## config.mk

```make
export PLATFORM = sky130hd
export DESIGN_NAME = wwdt_core
export DESIGN_NICKNAME = d
export VERILOG_FILES = /design/src/rtl/wwdt_pkg.sv /design/src/rtl/wwdt_cfg.sv /design/src/rtl/wwdt_cmp.sv /design/src/rtl/wwdt_cnt.sv /design/src/rtl/wwdt_core.sv
export SDC_FILE = /design/constraint.sdc
export NUM_CORES = 1
export LEC_CHECK = 0
export ABC_CLOCK_PERIOD_IN_PS = 4300
export CORE_ASPECT_RATIO = 1.4
export CORE_UTILIZATION = 35
export CTS_BUF_LIST = sky130_fd_sc_hd__clkbuf_2
export CTS_CLUSTER_SIZE = 24
export DETAILED_ROUTE_END_ITERATION = 10
export DONT_BUFFER_PORTS = 1
export PLACE_DENSITY = 0.49
export SLEW_MARGIN = 20
export SYNTH_ARGS = -nofsm -noshare
export SYNTH_HDL_FRONTEND = slang
export SYNTH_SLANG_ARGS = --single-unit
```

## constraint.sdc

```tcl
create_clock -name clk -period 4.3 [get_ports clk]
set_clock_uncertainty 0.05 [all_clocks]
set_input_delay 0.86 -clock clk [delete_from_list [all_inputs] [get_ports clk]]
set_output_delay 0.86 -clock clk [all_outputs]
set_load 0.05 [all_outputs]
```

## src/rtl/wwdt_pkg.sv

```systemverilog
package wwdt_pkg;

    localparam int MIN_EXP = 6;
    localparam int MAX_EXP = 16;
    localparam int SEL_W   = 4;
    localparam int CNT_W   = MAX_EXP;
    localparam int EXP_W   = $clog2(MAX_EXP + 1);
    localparam logic [7:0] KEY = 8'hAC;

    typedef enum logic [1:0] {
        WIN_HALF  = 2'd0,
        WIN_3Q    = 2'd1,
        WIN_FULL  = 2'd2,
        WIN_FULL2 = 2'd3
    } win_mode_e;

    typedef struct packed {
        logic [SEL_W-1:0] per_sel;
        win_mode_e        win;
        logic             irq_en;
    } cfg_t;

endpackage

```

## src/rtl/wwdt_cfg.sv

```systemverilog
module wwdt_cfg
    import wwdt_pkg::*;
(
    input  logic             clk,
    input  logic             rst_n,
    input  logic [SEL_W-1:0] per_sel,
    input  logic [1:0]       win_sel,
    input  logic             irq_en,
    output cfg_t             cfg
);
    cfg_t cfg_d, cfg_q;

    always_comb begin
        cfg_d = cfg_q;
        if (!rst_n) begin
            cfg_d.per_sel = per_sel;
            cfg_d.win     = win_mode_e'(win_sel);
            cfg_d.irq_en  = irq_en;
        end
    end

    always_ff @(posedge clk) begin
        cfg_q <= cfg_d;
    end

    assign cfg = cfg_q;


    cfg_frozen_chk: assert property (@(posedge clk) disable iff (!rst_n)
        $past(rst_n) |-> $stable(cfg_q));

endmodule

```

## src/rtl/wwdt_cmp.sv

```systemverilog
module wwdt_cmp
    import wwdt_pkg::*;
(
    input  cfg_t             cfg,
    input  logic [CNT_W-1:0] count,
    output logic             win_open,
    output logic             at_last,
    output logic             at_warn
);
    localparam int SEL_MAX = MAX_EXP - MIN_EXP;

    logic [EXP_W-1:0] exp_v;
    logic [CNT_W:0]   period;
    logic [CNT_W:0]   half_p;
    logic [CNT_W:0]   quart_p;
    logic [CNT_W:0]   limit;
    logic [CNT_W:0]   cnt_x;

    always_comb begin
        if (cfg.per_sel > SEL_W'(SEL_MAX))
            exp_v = EXP_W'(MAX_EXP);
        else
            exp_v = EXP_W'(MIN_EXP) + EXP_W'(cfg.per_sel);
        period  = (CNT_W+1)'(1) << exp_v;
        half_p  = period >> 1;
        quart_p = period >> 2;
        cnt_x   = {1'b0, count};
        unique case (cfg.win)
            WIN_HALF: limit = half_p;
            WIN_3Q:   limit = quart_p;
            default:  limit = '0;
        endcase
        win_open = cnt_x >= limit;
        at_last  = cnt_x == (period - 1'b1);
        at_warn  = cnt_x == (half_p + quart_p);
    end

endmodule

```

## src/rtl/wwdt_cnt.sv

```systemverilog
module wwdt_cnt
    import wwdt_pkg::*;
(
    input  logic             clk,
    input  logic             rst_n,
    input  logic             clr,
    input  logic             inc,
    output logic [CNT_W-1:0] count
);
    logic [CNT_W-1:0] cnt_d, cnt_q;

    always_comb begin
        cnt_d = cnt_q;
        if (clr)
            cnt_d = '0;
        else if (inc)
            cnt_d = cnt_q + 1'b1;
    end

    always_ff @(posedge clk) begin
        if (!rst_n)
            cnt_q <= '0;
        else
            cnt_q <= cnt_d;
    end

    assign count = cnt_q;


    cnt_clear_chk: assert property (@(posedge clk) disable iff (!rst_n)
        clr |=> cnt_q == '0);


    cnt_step_chk: assert property (@(posedge clk) disable iff (!rst_n)
        (inc && !clr) |=> cnt_q == $past(cnt_q) + 1'b1);

endmodule

```

## src/rtl/wwdt_core.sv

```systemverilog
module wwdt_core
    import wwdt_pkg::*;
(
    input  logic             clk,
    input  logic             rst_n,
    input  logic             tick,
    input  logic [SEL_W-1:0] cfg_per_sel,
    input  logic [1:0]       cfg_win_sel,
    input  logic             cfg_irq_en,
    input  logic             wr_en,
    input  logic [7:0]       wr_data,
    output logic             irq,
    output logic             rst_req
);
    typedef struct packed {
        logic irq;
        logic rreq;
    } out_t;

    cfg_t             cfg;
    logic [CNT_W-1:0] count;
    logic             win_open, at_last, at_warn;
    logic             key_ok, violation, overflow, cnt_clr, cnt_inc;
    out_t             out_d, out_q;

    wwdt_cfg u_cfg (
        .clk     (clk),
        .rst_n   (rst_n),
        .per_sel (cfg_per_sel),
        .win_sel (cfg_win_sel),
        .irq_en  (cfg_irq_en),
        .cfg     (cfg)
    );

    wwdt_cmp u_cmp (
        .cfg      (cfg),
        .count    (count),
        .win_open (win_open),
        .at_last  (at_last),
        .at_warn  (at_warn)
    );

    wwdt_cnt u_cnt (
        .clk   (clk),
        .rst_n (rst_n),
        .clr   (cnt_clr),
        .inc   (cnt_inc),
        .count (count)
    );

    always_comb begin
        key_ok    = wr_data == KEY;
        violation = wr_en && !(key_ok && win_open);
        overflow  = tick && !wr_en && at_last;
        cnt_clr   = wr_en || overflow;
        cnt_inc   = tick && !wr_en && !at_last;
        out_d.rreq = violation || overflow;
        out_d.irq  = tick && !wr_en && at_warn && cfg.irq_en;
    end

    always_ff @(posedge clk) begin
        if (!rst_n)
            out_q <= '0;
        else
            out_q <= out_d;
    end

    assign irq     = out_q.irq;
    assign rst_req = out_q.rreq;


    bad_key_chk: assert property (@(posedge clk) disable iff (!rst_n)
        (wr_en && wr_data != KEY) |=> rst_req);


    closed_write_chk: assert property (@(posedge clk) disable iff (!rst_n)
        (wr_en && !win_open) |=> rst_req);


    good_write_chk: assert property (@(posedge clk) disable iff (!rst_n)
        (wr_en && key_ok && win_open) |=> (!rst_req && count == '0));


    req_restart_chk: assert property (@(posedge clk) disable iff (!rst_n)
        rst_req |-> count == '0);


    irq_keeps_count_chk: assert property (@(posedge clk) disable iff (!rst_n)
        irq |-> (count != '0 && !rst_req));


    irq_off_chk: assert property (@(posedge clk) disable iff (!rst_n)
        !cfg.irq_en |-> !irq);

endmodule

```

==> flow_metrics.tcl <==
set metrics [dict create \
    drc 0 \
    p_clk_frac 0.174 \
    clk_pin_slew_ns 0.28 \
    core_area_um2 10400 \
    grt_use_met1 0.249 \
    power_frac_seq 0.438 \
    worst_pin_slew_ns 1.06 \
    fillers 1099 \
    postCtsSetupRepairBufs 0 \
    start_util 0.362 \
    finalNonFillerCells 632 \
    placed_area_um2 3910 \
    dp_cells 628 \
    synth_area_um2 3760 \
    hold_buffers 0 \
    drtAntennaViolNets 0 \
    root_buffer "clkbuf_2" \
    intPower_mw 0.369 \
    viasPerCell 5.35 \
    hold_viol 0 \
    p_switching_mw 0.240 \
    power_density_nw_per_um2 153 \
    cts_tree "yes" \
    grt_overflow 0 \
    max_stage_delay_ns 0.47 \
    worstPathRequired_ns 4.59 \
    critPathCaptureType "flip-flop" \
    avgRoutedWirePerCell_um 16.6 \
    antenna_cells 0 \
    drtIter0Drc 175 \
    ys_seq_area_frac 0.152 \
    whs_ns 0.489 \
    cp_num_buf_inv 3 \
    top_usage_layer "met2" \
    syn_area_per_cell_um2 7.51 \
    rsz0062_at_grt "true" \
    setup_tns_ns 0 \
    crit_family "simple AND/OR/NAND/NOR gates" \
    final_common_cell "nand2_1" \
    crit_arrival_ns 4.36 \
    hold_class "in -> reg" \
    use_met3 0.0152 \
    cpMaxStageDelayCell "edfxtp_1" \
    cts_buffers 3 \
    die_w_um 89.6 \
    clock-sinks 25 \
    ys_seq_elements 25 \
    synth_cells 501 \
    crit_type "reg -> reg" \
    synth_ff_type "dfxtp_1" \
    nNetsFinal 568 \
    pin_count 21 \
    yosysUniqueCellTypes 63 \
    grt_pass1_vias 3308 \
    hpwlAfterDp_um 8660 \
    area_growth_pct 5.49 \
    drive_above_1_share 0.0769 \
    synth_edf_count 7 \
    cp-start-kind "flip-flop" \
    fin_crit_ns 4.08 \
    die_h_um 125 \
    power_mw 0.608 \
    grt_pass1_wl_um 16900 \
    clock_latency_ns 0.39 \
    post-route-period-util 0.948 \
    drtPass1Iterations 4 \
    relSlewSlack 0.289 \
    drv_cap 0 \
    grtUsageMet2 0.332 \
    status "completed" \
    p_sw_frac 0.394 \
    routed_wl_um 10500 \
    rows 44 \
    place.gp.congestion 0.867 \
    final_cell_mix "61 x nand2_1, 53 x ha_1, 40 x xnor2_1, 38 x o21ai_0" \
    comb_power_share 0.388 \
    setup_violations 0 \
    grt_usage 0.200 \
    grt_max_degree 30 \
    synth-async-reset-ratio 0 \
    dieArea_um2 11200 \
    antenna_found_initial 0 \
    cts.path.max_buffers 2 \
    peakVddDrop_v 0.000113 \
    ys_warn_count 0 \
    max_freq_mhz 245 \
    dr_total_vias 3383 \
    path_cells "inv_1, ha_1, or3b_4, a21oi_4, nand2_1, inv_2, ha_1, inv_1, fa_1, nand2b_1, a21oi_1, o41ai_1, o21ai_0, nand3_1, a21bo_2, nor2b_1, xnor2_1, nor4_2" \
    drv_slew 0 \
    leakage_nw 1.74 \
    portBuffers 0 \
    syn_nets 574 \
    fin_area_um2 3970 \
    cts_htree_levels 1 \
    worstPathMaxFanout 4 \
]
synth_stat cells, types with 3 or more instances:
cell type / number / area share
a211oi_1: 3 / 0.0060
a21o_1: 9 / 0.018
a21oi_1: 25 / 0.033
and2_1: 3 / 0.0050
and3_1: 14 / 0.023
and4_1: 6 / 0.014
buf_2: 4 / 0.0053
clkbuf_1: 14 / 0.014
dfxtp_1: 18 / 0.096
edfxtp_1: 7 / 0.056
ha_1: 53 / 0.18
inv_1: 29 / 0.029
nand2_1: 61 / 0.061
nand2b_1: 24 / 0.040
nand3_1: 17 / 0.023
nand3b_1: 5 / 0.010
nand4_1: 9 / 0.015
nor2_1: 28 / 0.028
nor2b_1: 9 / 0.015
nor3_1: 15 / 0.020
nor4_1: 7 / 0.012
o21a_1: 3 / 0.0060
o21ai_0: 38 / 0.051
or2_2: 5 / 0.0083
xnor2_1: 40 / 0.093
xor2_1: 11 / 0.026
layer usage:
metal	routed length, um	vias to the layer above	share of wire
li1	-	1745	-
met1	4500	1577	0.43
met2	5320	43	0.51
met3	220	18	0.021
met4	480	0	0.046
met5	0	-	0
power by group through the flow:
stage,combinational (mW),clock [mW],sequential [mW]
2_1_floorplan,0.184,0,0.260
3_3_place_gp,0.230,0,0.271
6_report,0.236,0.106,0.266
3_5_place_dp,0.230,0,0.271
5_1_grt,0.263,0.123,0.269
4_1_cts,0.232,0.117,0.267
cells by family after synthesis:
kind of cell / Yosys count / share of synthesized area
AO/OA/AOI/OAI: 107 / 0.189
XOR/XNOR: 52 / 0.125
adder cells (fa/ha/maj): 54 / 0.182
buffers and inverters: 50 / 0.0549
flip-flops: 25 / 0.152
multiplexers: 2 / 0.00532
AND/OR/NAND/NOR: 211 / 0.293
through the flow:
step                utilization  setup WS [ns]
finish                    0.381          0.223
global route              0.381        -0.0194
CTS                       0.379         0.0727
detailed placement        0.376         0.0240
global placement          0.376          0.142
floorplan                     -          0.284
worst paths after layout:
kind                                     start                           end  slack, ns  depth (start not counted)
setup / recovery        u_cfg.cfg[5]$_DFFE_PN_                irq$_SDFF_PN0_       0.22                         18
hold reg to reg   u_cnt.count[15]$_SDFFE_PP0P_  u_cnt.count[15]$_SDFFE_PP0P_       0.52                          2
setup reg to reg        u_cfg.cfg[5]$_DFFE_PN_                irq$_SDFF_PN0_       0.22                         18
hold / removal                  cfg_per_sel[2]        u_cfg.cfg[5]$_DFFE_PN_       0.49                          0
registers in the layout, summed over array words and instances (netlist names):
| signal | flops |
|---|---|
| u_cnt.count | 16 |
| u_cfg.cfg | 7 |
| rst_req | 1 |
| irq | 1 |
area by class of cell:
| cell class | instances | area [um^2] | share of cell area |
|---|---|---|---|
| repair buffers | 9 | 67.6 | 0.0170 |
| inverters | 30 | 118 | 0.0296 |
| flip-flops and latches | 25 | 571 | 0.144 |
| well taps | 138 | 173 | 0.0435 |
| clock inverters | 1 | 5.00 | 0.00126 |
| clock buffers | 3 | 15.0 | 0.00378 |
| multi-input cells | 426 | 3020 | 0.761 |
worst reg2reg max path: cells and delay by family, from the launching register on:
family                     cells  cell delay, ns
AOI/OAI and AO/OA              5            1.12
xor gates and xnor gates       1            0.14
adders and majority gates      3            0.77
buffers and inverters          3            0.22
DFF                            1            0.47
and+or+nand+nor                6            1.26
what timing repair did:
item / in CTS / in global routing
endpoints found under the setup margin: 1 / 10
resized for setup: 1 / 7
pin swaps: 0 / 3
gates cloned: 0 / 0
No activity file was read; power rests on OpenSTA's default activity.
